### config.mk
export PLATFORM = sky130hd
export DESIGN_NAME = comma_framer
export DESIGN_NICKNAME = d
export VERILOG_FILES = /design/src/rtl/comma_framer_pkg.sv /design/src/rtl/cf_shift_detect.sv /design/src/rtl/cf_char_clock.sv /design/src/rtl/cf_multi_policy.sv /design/src/rtl/comma_framer.sv
export SDC_FILE = /design/constraint.sdc
export NUM_CORES = 1
export LEC_CHECK = 0
export BUFFER_PORTS_ARGS = -buffer_cell sky130_fd_sc_hd__buf_4
export CAP_MARGIN = 20
export CORE_MARGIN = 8
export CORE_UTILIZATION = 58
export DETAILED_ROUTE_END_ITERATION = 8
export PLACE_DENSITY_LB_ADDON = 0.2
export RECOVER_POWER = 50
export SLEW_MARGIN = 20
export SYNTH_ARGS = -nofsm -noshare
export SYNTH_HDL_FRONTEND = slang
export SYNTH_HIERARCHICAL = 1
export SYNTH_SLANG_ARGS = --single-unit
### constraint.sdc
create_clock -name clk -period 3.4 [get_ports clk]
set_input_delay 0.51 -clock clk [delete_from_list [all_inputs] [get_ports clk]]
set_output_delay 0.51 -clock clk [all_outputs]
set_load 0.05 [all_outputs]
### src/rtl/comma_framer_pkg.sv
package comma_framer_pkg;

  localparam int CF_CHAR_W  = 10;
  localparam int CF_COMMA_W = 7;
  localparam logic [CF_COMMA_W-1:0] CF_COMMA_PAT = 7'b0011111;

  typedef enum logic [1:0] {
    FM_SINGLE   = 2'd0,
    FM_PAIR     = 2'd1,
    FM_QUAD     = 2'd2,
    FM_QUAD_ALT = 2'd3
  } frame_mode_e;

  // either polarity of the comma in the earliest-received bits
  function automatic logic is_comma(input logic [CF_COMMA_W-1:0] lead);
    return (lead == CF_COMMA_PAT) || (lead == ~CF_COMMA_PAT);
  endfunction

  // counter holds needed so the strobe lands on a comma seen at counter value phase
  function automatic int slip_for_phase(input int phase, input int w);
    return (phase + 1) % w;
  endfunction

  // data-window offset at strobe time for a comma completed at counter value phase
  function automatic int ofs_for_phase(input int phase, input int w);
    return w - 1 - phase;
  endfunction

endpackage

### src/rtl/cf_shift_detect.sv
module cf_shift_detect
  import comma_framer_pkg::*;
#(
  parameter int CHAR_W = CF_CHAR_W,
  localparam int SR_W = 2 * CHAR_W - 1
) (
  input  logic            clk,
  input  logic            rst_n,
  input  logic            bit_in,
  output logic [SR_W-1:0] sr,
  output logic            comma_hit
);

  // sr[0] holds the newest bit; sr[CHAR_W-1] is the oldest bit of the last character
  always_ff @(posedge clk or negedge rst_n) begin
    if (!rst_n) sr <= '0;
    else        sr <= {sr[SR_W-2:0], bit_in};
  end

  assign comma_hit = is_comma(sr[CHAR_W-1 -: CF_COMMA_W]);

  // the two comma patterns cannot overlap themselves at a one-bit shift
  AST_COMMA_SPACED: assert property (@(posedge clk) disable iff (!rst_n)
    comma_hit |=> !comma_hit);

endmodule

### src/rtl/cf_char_clock.sv
module cf_char_clock
  import comma_framer_pkg::*;
#(
  parameter int CHAR_W      = CF_CHAR_W,
  parameter int MAX_STRETCH = 2,
  localparam int CNT_W  = $clog2(CHAR_W),
  localparam int HELD_W = $clog2(MAX_STRETCH + 1),
  localparam int PCNT_W = $clog2(CHAR_W + MAX_STRETCH + 2)
) (
  input  logic             clk,
  input  logic             rst_n,
  input  logic             single_en,
  input  logic             det_fire,
  output logic [CNT_W-1:0] cnt,
  output logic             char_tick,
  output logic             realign_single
);

  logic [CNT_W-1:0]  slip;
  logic [CNT_W-1:0]  slip_new;
  logic [HELD_W-1:0] held;
  logic              hold;

  assign slip_new       = CNT_W'(slip_for_phase(int'(cnt), CHAR_W));
  assign char_tick      = (cnt == CNT_W'(CHAR_W - 1));
  assign realign_single = single_en && det_fire && (slip_new != '0);
  // stretch only at the start of a character, bounded per character
  assign hold = single_en && (slip != '0) && (cnt == '0) &&
                (held < HELD_W'(MAX_STRETCH)) && !det_fire;

  always_ff @(posedge clk or negedge rst_n) begin
    if (!rst_n) begin
      cnt  <= '0;
      held <= '0;
      slip <= '0;
    end else begin
      if (hold) begin
        held <= held + HELD_W'(1);
      end else begin
        held <= '0;
        cnt  <= char_tick ? '0 : cnt + CNT_W'(1);
      end
      if (!single_en)    slip <= '0;
      else if (det_fire) slip <= slip_new;
      else if (hold)     slip <= slip - CNT_W'(1);
    end
  end

  // cycles since the previous character tick
  logic [PCNT_W-1:0] pcnt;
  always_ff @(posedge clk or negedge rst_n) begin
    if (!rst_n)                          pcnt <= '0;
    else if (char_tick)                  pcnt <= '0;
    else if (pcnt != {PCNT_W{1'b1}})     pcnt <= pcnt + PCNT_W'(1);
  end

  AST_STRETCH_LIMIT: assert property (@(posedge clk) disable iff (!rst_n)
    char_tick |-> (pcnt <= PCNT_W'(CHAR_W + MAX_STRETCH - 1)));

  AST_NO_PHASE_HOP: assert property (@(posedge clk) disable iff (!rst_n)
    !single_en |=> (cnt != $past(cnt)));

endmodule

### src/rtl/cf_multi_policy.sv
module cf_multi_policy
  import comma_framer_pkg::*;
#(
  parameter int CHAR_W    = CF_CHAR_W,
  parameter int PAIR_SPAN = 50,
  parameter int QUAD_N    = 4,
  localparam int CNT_W    = $clog2(CHAR_W),
  localparam int AGE_W    = $clog2(PAIR_SPAN) + 1,
  localparam int RUN_W    = $clog2(QUAD_N + 1),
  localparam int PAIR_LIM = PAIR_SPAN - CHAR_W
) (
  input  logic             clk,
  input  logic             rst_n,
  input  logic             det_fire,
  input  frame_mode_e      mode,
  input  logic [CNT_W-1:0] cnt,
  output logic [CNT_W-1:0] ofs,
  output logic             realign_multi
);

  logic [CNT_W-1:0] dc;
  logic [CNT_W-1:0] cand;
  logic [AGE_W-1:0] age;
  logic [RUN_W-1:0] run;
  logic             have;
  logic             pair_act, quad_act, pair_hit, quad_chain, quad_hit, hit;

  assign dc         = CNT_W'(ofs_for_phase(int'(cnt), CHAR_W));
  assign pair_act   = det_fire && (mode == FM_PAIR);
  assign quad_act   = det_fire && ((mode == FM_QUAD) || (mode == FM_QUAD_ALT));
  assign pair_hit   = pair_act && have && (cand == dc) && (age <= AGE_W'(PAIR_LIM));
  assign quad_chain = quad_act && (run != '0) && (cand == dc) && (age == AGE_W'(CHAR_W));
  assign quad_hit   = quad_chain && (run == RUN_W'(QUAD_N - 1));
  assign hit        = pair_hit || quad_hit;
  assign realign_multi = hit && (dc != ofs);

  always_ff @(posedge clk or negedge rst_n) begin
    if (!rst_n) begin
      ofs  <= '0;
      cand <= '0;
      age  <= '1;
      run  <= '0;
      have <= 1'b0;
    end else begin
      if (det_fire)            age <= AGE_W'(1);
      else if (age != '1)      age <= age + AGE_W'(1);

      if (pair_hit)                          have <= 1'b0;
      else if (pair_act)                     have <= 1'b1;
      else if (age > AGE_W'(PAIR_LIM))       have <= 1'b0;

      if ((pair_act && !pair_hit) || (quad_act && !quad_chain)) cand <= dc;

      if (quad_hit)                          run <= '0;
      else if (quad_chain)                   run <= run + RUN_W'(1);
      else if (quad_act)                     run <= RUN_W'(1);
      else if (age > AGE_W'(CHAR_W))         run <= '0;

      if (hit) ofs <= dc;
    end
  end

  AST_OFS_RANGE: assert property (@(posedge clk) disable iff (!rst_n)
    ofs < CNT_W'(CHAR_W));

  AST_OFS_ONLY_ON_HIT: assert property (@(posedge clk) disable iff (!rst_n)
    !det_fire |=> $stable(ofs));

endmodule

### src/rtl/comma_framer.sv
module comma_framer
  import comma_framer_pkg::*;
#(
  parameter int CHAR_W      = CF_CHAR_W,
  parameter int PAIR_SPAN   = 50,
  parameter int QUAD_N      = 4,
  parameter int MAX_STRETCH = 2,
  localparam int CNT_W = $clog2(CHAR_W),
  localparam int SR_W  = 2 * CHAR_W - 1
) (
  input  logic              clk,
  input  logic              rst_n,
  input  logic              bit_in,
  input  logic              frame_en,
  input  logic [1:0]        mode,
  output logic [CHAR_W-1:0] char_out,
  output logic              char_stb,
  output logic              realign
);

  frame_mode_e      mode_e;
  logic [SR_W-1:0]  sr;
  logic [SR_W-1:0]  sr_sh;
  logic             comma_hit, det_fire, single_en;
  logic [CNT_W-1:0] cnt, ofs, ofs_sel;
  logic             char_tick, realign_single, realign_multi;

  assign mode_e    = frame_mode_e'(mode);
  assign det_fire  = comma_hit && frame_en;
  assign single_en = frame_en && (mode_e == FM_SINGLE);
  assign ofs_sel   = (mode_e == FM_SINGLE) ? '0 : ofs;
  assign sr_sh     = sr >> ofs_sel;

  cf_shift_detect #(.CHAR_W(CHAR_W)) u_det (
    .clk(clk), .rst_n(rst_n), .bit_in(bit_in), .sr(sr), .comma_hit(comma_hit)
  );

  cf_char_clock #(.CHAR_W(CHAR_W), .MAX_STRETCH(MAX_STRETCH)) u_clk (
    .clk(clk), .rst_n(rst_n), .single_en(single_en), .det_fire(det_fire),
    .cnt(cnt), .char_tick(char_tick), .realign_single(realign_single)
  );

  cf_multi_policy #(.CHAR_W(CHAR_W), .PAIR_SPAN(PAIR_SPAN), .QUAD_N(QUAD_N)) u_pol (
    .clk(clk), .rst_n(rst_n), .det_fire(det_fire), .mode(mode_e), .cnt(cnt),
    .ofs(ofs), .realign_multi(realign_multi)
  );

  always_ff @(posedge clk or negedge rst_n) begin
    if (!rst_n) begin
      char_out <= '0;
      char_stb <= 1'b0;
      realign  <= 1'b0;
    end else begin
      char_stb <= char_tick;
      realign  <= realign_single || realign_multi;
      if (char_tick) char_out <= sr_sh[CHAR_W-1:0];
    end
  end

  AST_STB_PULSE: assert property (@(posedge clk) disable iff (!rst_n)
    char_stb |=> !char_stb);

  AST_FREEZE_QUIET: assert property (@(posedge clk) disable iff (!rst_n)
    !frame_en |=> !realign);

  AST_REALIGN_PULSE: assert property (@(posedge clk) disable iff (!rst_n)
    realign |=> !realign);

endmodule

-- Word-level counts from Yosys, hierarchy flattened
Index checks and enable logic that the tools add are counted.
- order comparisons: 4
- multiplexer cells: 15
- equality and inequality tests: 12
- add/subtract/negate cells: 7
- shifts and indexed selects: 1
- div/mod/pow operators: 1
- reduce and logical (&&, ||, !) cells: 36
- operators with widths (operator ; number):
    $mod 32x5->32 const B ; 1
    $logic_and 1x1->1 ; 20
    $mux 4 ; 5
    $shr 19x4->10 ; 1
    $mux 7 ; 2
    $mux 3 ; 4
    $reduce_bool 4->1 ; 3
    $add 7x1->7 const B ; 1
    $eq 7x4->1 const B ; 1
    $eq 7x5->1 const B ; 1
    $eq 7x7->1 const B ; 1
    $gt 7x4->1 const B ; 1
    $gt 7x6->1 const B ; 1
    $le 7x6->1 const B ; 1
    $ne 7x7->1 const B ; 1
    $reduce_bool 3->1 ; 2
    $add 4x1->5 const B ; 1
    $logic_or 1x1->1 ; 5
    $add 4x1->4 const B ; 1
    $eq 2x2->1 const B ; 2
    $eq 4x4->1 ; 1
    $eq 4x4->1 const B ; 1
    $logic_not 4->1 ; 1
    $ne 4x4->1 ; 1
    13 further kinds ; 17
- register bits after elaboration: 60
- logic and storage cells: 88
- output and inout port bits: 12
- input bits: 6

-- Logic depth before layout (Yosys ltp)
Gate-level depths: netlist of the first run.
- word-level depth: 11
- mapped depth: 11
- gate-level depth less buffers: 10

-- By module
Netlist of the first run, hierarchy kept.
- by module, submodules not included (module ; cells each ; instances ; area an instance (um^2)):
    comma_framer ; 211 ; 1 ; 1635.3
    cf_multi_policy ; 101 ; 1 ; 1126.1
    cf_char_clock ; 99 ; 1 ; 887.1
    cf_shift_detect ; 24 ; 1 ; 506.7

-- Worst setup path after synthesis of the first run
No wires, ideal clock.
- path kind: register to register
- start point: register u_clk.cnt[0]
- end point: register realign
- cell stages (with the launch flop): 11
- data required time: 3273 ps
- path buffers: 1
- data arrival time: 2578 ps
- setup time: 127 ps
- period minus slack after synthesis: 2705 ps
- path slack: 695 ps
- cells stage by stage: dfrtp_1 > ha_1 > buf_2 > or2_1 > o32a_1 > ha_1 > nand2b_1 > mux2_2 > a2bb2oi_1 > a41oi_1 > or2_2
- elaborated cells on any way between the ends: 15
- classes of those cells: add/sub: 2; div: 1; eq/ne: 2; reduce/logical: 10
- RTL lines (element ; line ; RTL):
    start: declaration ; cf_char_clock.sv:14 ; output logic [CNT_W-1:0] cnt,
    start signal: assignment ; cf_char_clock.sv:41 ; cnt <= char_tick ? '0 : cnt + CNT_W'(1);
    $add 4x1->5 ; comma_framer_pkg.sv:21 ; return (phase + 1) % w;
    $mod 32x5->32 ; comma_framer_pkg.sv:21 ;
    $reduce_bool 4->1 ; cf_char_clock.sv:26 ; assign realign_single = single_en && det_fire && (slip_new != '0);
    $logic_and 1x1->1 ; cf_char_clock.sv:26 ;
    via realign_single ; comma_framer.sv:26 ; logic char_tick, realign_single, realign_multi;
    $logic_or 1x1->1 ; comma_framer.sv:55 ; realign <= realign_single || realign_multi;
    end signal: assignment ; comma_framer.sv:55 ;
    end: declaration ; comma_framer.sv:18 ; output logic realign
The timed path passes the listed nets, and every way through them passes these cells.
A chain may end at the register's enable or synchronous reset.

-- Final worst setup path of the first run
- start point: register u_clk.cnt[1]
- end point: register realign
Same word-level chain as after synthesis.

==> results of run 1 <==
-- stage by stage --
| stage | hold WS [ns] | util |
|---|---|---|
| global placement | 0.390 | 0.607 |
| floorplan | 0.214 | - |
| global route | 0.287 | 0.639 |
| detailed placement | 0.405 | 0.607 |
| CTS | 0.259 | 0.640 |
| finish | 0.293 | 0.639 |
-- per-layer routing --
metal	wire length, µm	up-vias
li1	-	1627
met1	4590	1649
met2	4540	99
met3	567	26
met4	337	0
met5	0	-
-- worst register-to-register path: cells and delay by family (launching register included) --
kind,cells,cell delay (ns)
adder cells (fa/ha/maj),2,0.78
AO/OA/AOI/OAI,3,0.66
AND/OR/NAND/NOR,3,0.63
flip-flops,1,0.57
multiplexers,1,0.26
-- path summary, 6_finish.rpt --
| path | end | from | depth (start not counted) | slack, ns |
|---|---|---|---|---|
| min reg2reg | u_det/sr[1] | u_det/sr[0] | 0 | 0.42 |
| max | realign | u_clk/cnt[1] | 9 | 0.39 |
| min | u_det/sr[0] | bit_in | 1 | 0.29 |
| max in group asynchronous | u_pol/run[0] | rst_n | 1 | 1.95 |
| max reg2reg | realign | u_clk/cnt[1] | 9 | 0.39 |
| min in group asynchronous | u_det/sr[15] | rst_n | 1 | 0.52 |
-- state kept, by name, indices dropped and copies added (netlist names), 3 cells and up --
name,cells
u_clk/slip,4
u_pol/age,7
u_pol/ofs,4
u_clk/cnt,4
u_pol/run,3
char_out,10
u_det/sr,19
u_pol/cand,4
-- cell families after synthesis --
| logic type | share of synthesized area |
|---|---|
| AO/OA/AOI/OAI | 0.252 |
| buffers and inverters | 0.0677 |
| flip-flops | 0.363 |
| XOR/XNOR | 0.0391 |
| multiplexers | 0.0756 |
| adder cells (fa/ha/maj) | 0.0391 |
| AND/OR/NAND/NOR | 0.163 |
-- cell type report --
cell class / count / share of cell area
repair buffers: 26 / 0.0425
flip-flops and latches: 60 / 0.333
well taps: 99 / 0.0273
multi-input cells: 318 / 0.521
clock inverters: 5 / 0.0185
clock buffers: 11 / 0.0334
inverters: 30 / 0.0248
-- synth_stat cells, types with 8 or more instances --
library cell	number	area, µm²
a21oi_1	19	95.1
a31oi_1	10	62.6
buf_2	9	45.0
dfrtp_1	53	1330
ha_1	13	163
inv_1	27	101
mux2i_1	9	90.1
nand2_1	31	116
nor2_1	38	143
nor2b_1	11	68.8
o21ai_0	13	65.1
o21ai_1	8	40.0
xnor2_1	9	78.8
-- where the power goes --
group          total (W)  internal [W]  switching, W
registers        0.00106      0.000889      0.000167
logic            0.00122      0.000510      0.000715
clock network   0.000758      0.000454      0.000304
total            0.00304       0.00185       0.00119
==> results.sh, run 1 <==
export IMPL_required_ns=3.62
export IMPL_postPlaceCellArea_um2=4310
export IMPL_worst_path_largest_cell_delay_ns=0.57
export IMPL_cts_buffers=9
export IMPL_regArea_um2=1510
export IMPL_gp_congestion=0.959
export IMPL_overflow=0
export IMPL_total_power_w=0.00304
export IMPL_synth_area_per_cell_um2=9.55
export IMPL_num_vias=3401
export IMPL_pre_cts_ws_ns=0.406
export IMPL_cts_tree="done"
export IMPL_crit_path_end_kind="register"
export IMPL_period_minus_slack_ns=3.01
export IMPL_crit_path_start_kind="register"
export IMPL_clk_pin_slew_ns=0.08
export IMPL_drc=0
export IMPL_clock_skew_ns=0.0104
export IMPL_routedWlPerCell_um=18.3
export IMPL_power_density_nw_per_um2=670
export IMPL_n_antenna_cell=0
export IMPL_crit_type="reg2reg"
export IMPL_crit_slowest_cell="dfrtp_1"
export IMPL_synth_cell_types=88
export IMPL_final_max_slew_viol_count=61
export IMPL_ys_flop_type="dfrtp_1"
export IMPL_outcome="finished with violations"
export IMPL_drt_wl_total_mm=10.0
export IMPL_mostFrequentLayoutCell="dfrtp_1"
export IMPL_worst_slack_ns=0.388
export IMPL_irDropWorstVdd_mv=0.361
export IMPL_cap_violations=1
export IMPL_hpwl_mm=7.04
export IMPL_numPortBuffers=17
export IMPL_period_share=0.886
export IMPL_tns_ns=0
export IMPL_path_cells="ha_1 > nand2_1 > o32a_1 > ha_1 > nand2b_1 > mux2_2 > a2bb2oi_1 > a41oi_1 > or2_2"
export IMPL_tightest_slew_ns=1.52
export IMPL_drive_gt1_frac=0.182
export IMPL_final_cell_area_um2=4540
export IMPL_fin_cells=549
export IMPL_path_buf_inv=0
export IMPL_max_slew_margin_rel=-0.0135
export IMPL_finalNetCount=464
export IMPL_violations="capacitance limit, slew limit"
export IMPL_syn_to_final_growth_pct=9.21
export IMPL_layout_common_cells="dfrtp_1, nor2_1, nand2_1"
export IMPL_dieArea_um2=10100
export IMPL_cts_sinks=60
export IMPL_viasPerCell=6.19
export IMPL_nFillCells=606
export IMPL_crit_top_cell="ha_1"
export IMPL_dr_pass1_iters=4
export IMPL_fp_coreArea_um2=7100
export IMPL_yosysWarningCount=6
export IMPL_synth_nets=454
export IMPL_grt_pass1_wl_mm=17.1
export IMPL_synth_edf_count=0
export IMPL_power_leakage_nw=1.95
export IMPL_busiest_layer="met2"
export IMPL_ys_seq_area_frac=0.363
export IMPL_grt_setup_unrepaired="no"
export IMPL_drt_first_iter_violations=271
export IMPL_clk_path_buf_depth=2
export IMPL_fp_row_count=31
export IMPL_grtUsageMet3=0.0421
export IMPL_cp_max_fo=11
export IMPL_setup_viol=0
export IMPL_hold_buffers=0
export IMPL_multi_input_area_um2=2360
export IMPL_path_delay_family="adder cells"
export IMPL_pin_count=18
export IMPL_root_buffer="clkbuf_8"
export IMPL_finalHoldViolations=0
export IMPL_ys_async_sr_fraction=1.00
export IMPL_antenna_found_initial=0
export IMPL_use_met1=0.288
export IMPL_max_freq_mhz=332
export IMPL_grt_max_degree=61
export IMPL_arrival_ns=3.24
export IMPL_cts_resized=0
export IMPL_grt_pass1_vias=3393
export IMPL_grtUsageTotal=0.214
export IMPL_hp_class="in2reg"
export IMPL_dp_cells=533
export IMPL_initial_core_util=0.585
export IMPL_synth_ff_latch_count=60
export IMPL_insertion_delay_ns=0.34
export IMPL_postRouteAntennaNets=0
export IMPL_die_h_um=101
export IMPL_use_met2=0.315
export IMPL_synth_area_um2=4160
export IMPL_synthCells=435
export IMPL_cts_setup_buffers=0
export IMPL_fp_dieW_um=101
export IMPL_cts_max_level=3
Power figures use the tool's default switching activity.
==> run 2, diff against run 1 <==
--- a/config.mk
+++ b/config.mk
@@ -7,8 +7,10 @@
 export LEC_CHECK = 0
 export BUFFER_PORTS_ARGS = -buffer_cell sky130_fd_sc_hd__buf_4
 export CAP_MARGIN = 20
-export CORE_MARGIN = 8
-export CORE_UTILIZATION = 58
+export CELL_PAD_IN_SITES_DETAIL_PLACEMENT = 1
+export CELL_PAD_IN_SITES_GLOBAL_PLACEMENT = 1
+export CORE_MARGIN = 2
+export CORE_UTILIZATION = 49
 export DETAILED_ROUTE_END_ITERATION = 8
 export PLACE_DENSITY_LB_ADDON = 0.2
 export RECOVER_POWER = 50
==> results.sh, run 2 (same netlist as run 1, synthesis figures left out) <==
export IMPL_drc=0
export IMPL_grt_setup_unrepaired="no"
export IMPL_drt_wl_total_mm=11.7
export IMPL_irDropWorstVdd_mv=0.378
export IMPL_cts_tree="done"
export IMPL_finalHoldViolations=0
export IMPL_max_freq_mhz=334
export IMPL_cts_resized=0
export IMPL_cts_setup_buffers=0
export IMPL_clock_skew_ns=0.0120
export IMPL_period_minus_slack_ns=2.99
export IMPL_viasPerCell=6.25
export IMPL_reg2reg_slack_ns=0.41
export IMPL_cts_buffers=9
export IMPL_hp_class="in2reg"
export IMPL_tightest_slew_ns=1.54
export IMPL_r2r_end="realign"
export IMPL_drive_gt1_frac=0.178
export IMPL_cap_violations=1
export IMPL_worstHoldPathCells=1
export IMPL_holdCritStartpoint="bit_in"
export IMPL_grtUsageTotal=0.275
export IMPL_gp_congestion=0.889
export IMPL_initial_core_util=0.506
export IMPL_fp_coreArea_um2=8220
export IMPL_outcome="finished with violations"
export IMPL_cts_max_level=3
export IMPL_insertion_delay_ns=0.35
export IMPL_grtUsageMet3=0.0720
export IMPL_num_vias=3470
export IMPL_hold_buffers=0
export IMPL_grt_pass1_wl_mm=19.2
export IMPL_mostFrequentLayoutCell="dfrtp_1"
export IMPL_final_max_slew_viol_count=61
export IMPL_power_leakage_nw=1.93
export IMPL_fp_row_count=33
export IMPL_max_slew_margin_rel=-0.0271
export IMPL_root_buffer="clkbuf_8"
export IMPL_n_antenna_cell=0
export IMPL_power_density_nw_per_um2=660
export IMPL_grt_pass1_vias=3616
export IMPL_finalNetCount=464
export IMPL_top_regs="u_det/sr x19, char_out x10, u_pol/age x7"
export IMPL_dieArea_um2=9230
export IMPL_nFillCells=946
export IMPL_clk_pin_slew_ns=0.08
export IMPL_cp_max_fo=11
export IMPL_busiest_layer="met2"
export IMPL_grt_max_degree=61
export IMPL_top_register="u_det/sr"
export IMPL_required_ns=3.63
export IMPL_postRouteAntennaNets=0
export IMPL_setup_viol=0
export IMPL_period_share=0.879
export IMPL_crit_path_end_kind="register"
export IMPL_cts_sinks=60
export IMPL_tns_ns=0
export IMPL_violations="capacitance limit, slew limit"
export IMPL_crit_path_start_kind="register"
export IMPL_antenna_found_initial=0
export IMPL_dr_pass1_iters=4
export IMPL_syn_to_final_growth_pct=8.16
export IMPL_crit_type="reg2reg"
export IMPL_drt_first_iter_violations=218
export IMPL_die_h_um=96.1
export IMPL_use_met1=0.397
export IMPL_total_power_w=0.00297
export IMPL_arrival_ns=3.22
export IMPL_r2r_start="u_clk/cnt[1]"
export IMPL_min_to="u_det/sr[0]"
export IMPL_pin_count=18
export IMPL_largest_reg_flops=19
export IMPL_use_met2=0.404
export IMPL_clk_path_buf_depth=2
export IMPL_layout_common_cells="dfrtp_1, nor2_1, nand2_1"
export IMPL_overflow=0
export IMPL_reg2regPathDepth=9
export IMPL_hpwl_mm=8.31
export IMPL_routedWlPerCell_um=21.0
export IMPL_numPortBuffers=17
export IMPL_fp_dieW_um=96.1
run 2: changes by cell type in the layout (fill, tap and decap cells not counted), sizes merged:
cell,before,now
clkinv,3,5
bufinv,2,1
clkinvlp,2,1
run 2: worst max-delay path: stages (launching register included):
cell	delay [ns]
dfrtp_1	0.56
ha_1	0.47
nand2_1	0.19
o32a_1	0.32
ha_1	0.29
nand2b_1	0.16
mux2_2	0.26
a2bb2oi_1	0.21
a41oi_1	0.13
or2_2	0.28
run 2: per-stage QoR:
stage	hold slack (ns)	util	instance area (µm²)	setup WS [ns]	instances
finish	0.283	0.547	4490	0.410	555
global placement	0.388	0.525	4310	0.578	539
global route	0.273	0.547	4490	0.250	555
CTS	0.247	0.547	4500	0.406	555
floorplan	0.214	-	4160	0.695	435
detailed placement	0.406	0.525	4310	0.422	539
run 2: layout make-up:
| type | instances | area, µm² | share of cell area |
|---|---|---|---|
| tap | 105 | 131 | 0.0292 |
| timing repair buffer | 26 | 193 | 0.0429 |
| clock inverter | 5 | 52.6 | 0.0117 |
| multi-input combinational | 318 | 2360 | 0.526 |
| clock buffer | 11 | 131 | 0.0292 |
| sequential | 60 | 1510 | 0.336 |
| inverter | 30 | 113 | 0.0251 |
run 2: power breakdown:
part           leakage (nW)  internal (W)  switching, W
clock                0.0931      0.000335      0.000305
combinational          1.12      0.000511      0.000748
sequential            0.723      0.000890      0.000178
total                  1.93       0.00174       0.00123
run 2: how the worst max path moves through the flow:
| stage | from | to | slack [ns] | depth (start not counted) |
|---|---|---|---|---|
| 6_report | u_clk/cnt[1] | realign | 0.41 | 9 |
| 5_1_grt | u_clk/cnt[1] | realign | 0.25 | 10 |
| 3_3_place_gp | u_clk/cnt[1] | realign | 0.58 | 9 |
| 4_1_cts | u_clk/cnt[1] | realign | 0.41 | 9 |
| 2_1_floorplan | u_clk/cnt[0] | realign | 0.69 | 10 |
| 3_5_place_dp | u_clk/cnt[1] | realign | 0.42 | 9 |
run 2: layer usage:
metal  share of wire  vias to the layer above
met3           0.074                       20
met5               0                        -
met1            0.45                     1727
met4           0.016                        0
li1                -                     1621
met2            0.46                      102
==> run 3, diff against run 2 <==
--- a/config.mk
+++ b/config.mk
@@ -12,8 +12,10 @@
 export CORE_MARGIN = 2
 export CORE_UTILIZATION = 49
 export DETAILED_ROUTE_END_ITERATION = 8
+export GPL_TIMING_DRIVEN = 0
 export PLACE_DENSITY_LB_ADDON = 0.2
 export RECOVER_POWER = 50
+export SETUP_SLACK_MARGIN = 0.05
 export SLEW_MARGIN = 20
 export SYNTH_ARGS = -nofsm -noshare
 export SYNTH_HDL_FRONTEND = slang
==> results.sh, run 3 (same netlist as run 1, synthesis figures left out) <==
export IMPL_grt_max_degree=61
export IMPL_grt_setup_unrepaired="no"
export IMPL_drive_gt1_frac=0.201
export IMPL_insertion_delay_ns=0.35
export IMPL_initial_core_util=0.506
export IMPL_nFillCells=935
export IMPL_finalHoldViolations=0
export IMPL_largest_reg_flops=19
export IMPL_clock_skew_ns=0.00500
export IMPL_tns_ns=0
export IMPL_cts_tree="done"
export IMPL_grt_pass1_vias=3724
export IMPL_power_leakage_nw=2.01
export IMPL_top_regs="u_det/sr x19, char_out x10, u_pol/age x7"
export IMPL_cp_max_fo=11
export IMPL_final_max_slew_viol_count=61
export IMPL_mostFrequentLayoutCell="dfrtp_1"
export IMPL_postRouteAntennaNets=0
export IMPL_crit_top_cell="ha_1"
export IMPL_overflow=0
export IMPL_outcome="finished with violations"
export IMPL_hold_buffers=0
export IMPL_gp_congestion=0.958
export IMPL_crit_path_start_kind="register"
export IMPL_crit_path_end_kind="register"
export IMPL_antenna_found_initial=0
export IMPL_n_antenna_cell=0
export IMPL_tightest_slew_ns=1.51
export IMPL_num_vias=3678
export IMPL_max_slew_margin_rel=-0.00558
export IMPL_hold_ws_ns=0.291
export IMPL_drt_first_iter_violations=251
export IMPL_viasPerCell=6.42
export IMPL_grt_pass1_wl_mm=19.5
export IMPL_path_delay_family="compound AO/OA/AOI/OAI gates"
export IMPL_layout_common_cells="dfrtp_1, nor2_1, nand2_1"
export IMPL_pin_count=18
export IMPL_drc=0
export IMPL_fin_cells=573
export IMPL_violations="capacitance limit, slew limit"
export IMPL_cts_buffers=9
export IMPL_worst_path_largest_cell_delay_ns=0.60
export IMPL_root_buffer="clkbuf_8"
export IMPL_dp_cells=557
export IMPL_cts_max_level=3
export IMPL_top_register="u_det/sr"
export IMPL_drt_wl_total_mm=11.8
export IMPL_syn_to_final_growth_pct=11.6
export IMPL_clk_pin_slew_ns=0.07
export IMPL_clk_path_buf_depth=2
export IMPL_period_minus_slack_ns=3.11
export IMPL_cap_violations=1
export IMPL_arrival_ns=3.34
export IMPL_dieArea_um2=9230
export IMPL_irDropWorstVdd_mv=0.333
export IMPL_max_freq_mhz=322
export IMPL_die_h_um=96.1
export IMPL_power_density_nw_per_um2=663
export IMPL_cts_sinks=60
export IMPL_fp_coreArea_um2=8220
export IMPL_total_power_w=0.00307
export IMPL_finalNetCount=482
export IMPL_grtUsageTotal=0.279
export IMPL_numPortBuffers=17
export IMPL_hp_class="in2reg"
export IMPL_dr_pass1_iters=5
export IMPL_crit_slowest_cell="dfrtp_1"
export IMPL_hpwl_mm=8.40
export IMPL_path_buf_inv=1
export IMPL_setup_viol=0
export IMPL_fp_row_count=33
export IMPL_fp_dieW_um=96.1
export IMPL_required_ns=3.63
export IMPL_routedWlPerCell_um=20.7
export IMPL_path_cells="ha_1 > buf_2 > nand2_1 > o32a_1 > ha_1 > nand2b_1 > mux2_2 > a2bb2oi_1 > a41oi_1 > or2_2"
export IMPL_period_share=0.915
export IMPL_crit_type="reg2reg"
==> run 3: cell count changes in the layout (fill, tap and decap cells not counted) <==
cell	previous run	this run
buf_1	0	1
buf_6	0	4
clkinv_2	3	1
buf_2	0	9
clkinvlp_4	1	3
bufinv_16	1	2
clkbuf_8	9	10
buf_4	24	22
dfrtp_1	53	52
dfrtp_2	0	1
clkbuf_1	2	6
==> run 3: layout make-up <==
cell class,instances,area (µm²),share of cell area
sequential,60,1510,0.326
tap,105,131,0.0283
clock inverter,6,87.6,0.0189
timing repair buffer,17,125,0.0270
multi-input combinational,318,2360,0.510
clock buffer,10,138,0.0297
buffer,27,169,0.0364
inverter,30,113,0.0243
==> run 3: worst reg2reg max path: cells and delay by family, from the launching register on <==
kind / cells / cell delay, ns
AO/OA/AOI/OAI: 3 / 0.82
buffers and inverters: 1 / 0.22
multiplexers: 1 / 0.26
flip-flops: 1 / 0.60
AND/OR/NAND/NOR: 3 / 0.59
adder cells (fa/ha/maj): 2 / 0.51
==> run 3: final timing paths <==
path | startpoint | endpoint | slack [ns] | cells past startpoint
min reg2reg | u_det/sr[0] | u_det/sr[1] | 0.41 | 0
min in group asynchronous | rst_n | u_det/sr[18] | 0.53 | 1
min | bit_in | u_det/sr[0] | 0.29 | 1
max | u_clk/cnt[1] | realign | 0.29 | 10
max in group asynchronous | rst_n | u_clk/cnt[0] | 1.87 | 1
max reg2reg | u_clk/cnt[1] | realign | 0.29 | 10
==> run 3: per-stage QoR <==
step                      instance area, µm²  worst slack, ns  utilization
after CTS                               4640            0.197        0.565
after global routing                    4640           0.0889        0.564
after global placement                  4410            0.302        0.537
after detailed placement                4410            0.236        0.537
after floorplan                         4160            0.695            -
final                                   4640            0.290        0.564
==> run 3: power breakdown <==
part,internal [W],switching (W),leakage [nW]
registers,0.000890,0.000171,0.723
clock network,0.000431,0.000304,0.105
logic,0.000521,0.000756,1.18
total,0.00184,0.00123,2.01
==> run 3: layer usage <==
layer / GRT usage / wire length [µm] / up-vias
met2: 0.437 / 5610 / 139
met1: 0.373 / 5200 / 1827
met5: 0 / 0 / -
met3: 0.0462 / 588 / 50
li1: - / - / 1662
met4: 0.139 / 451 / 0
==> run 3: timing repair <==
item / 4_1_cts / 5_1_grt
setup endpoints to repair: 0 / 1
buffers inserted: 0 / 0
gates resized for setup: 0 / 1
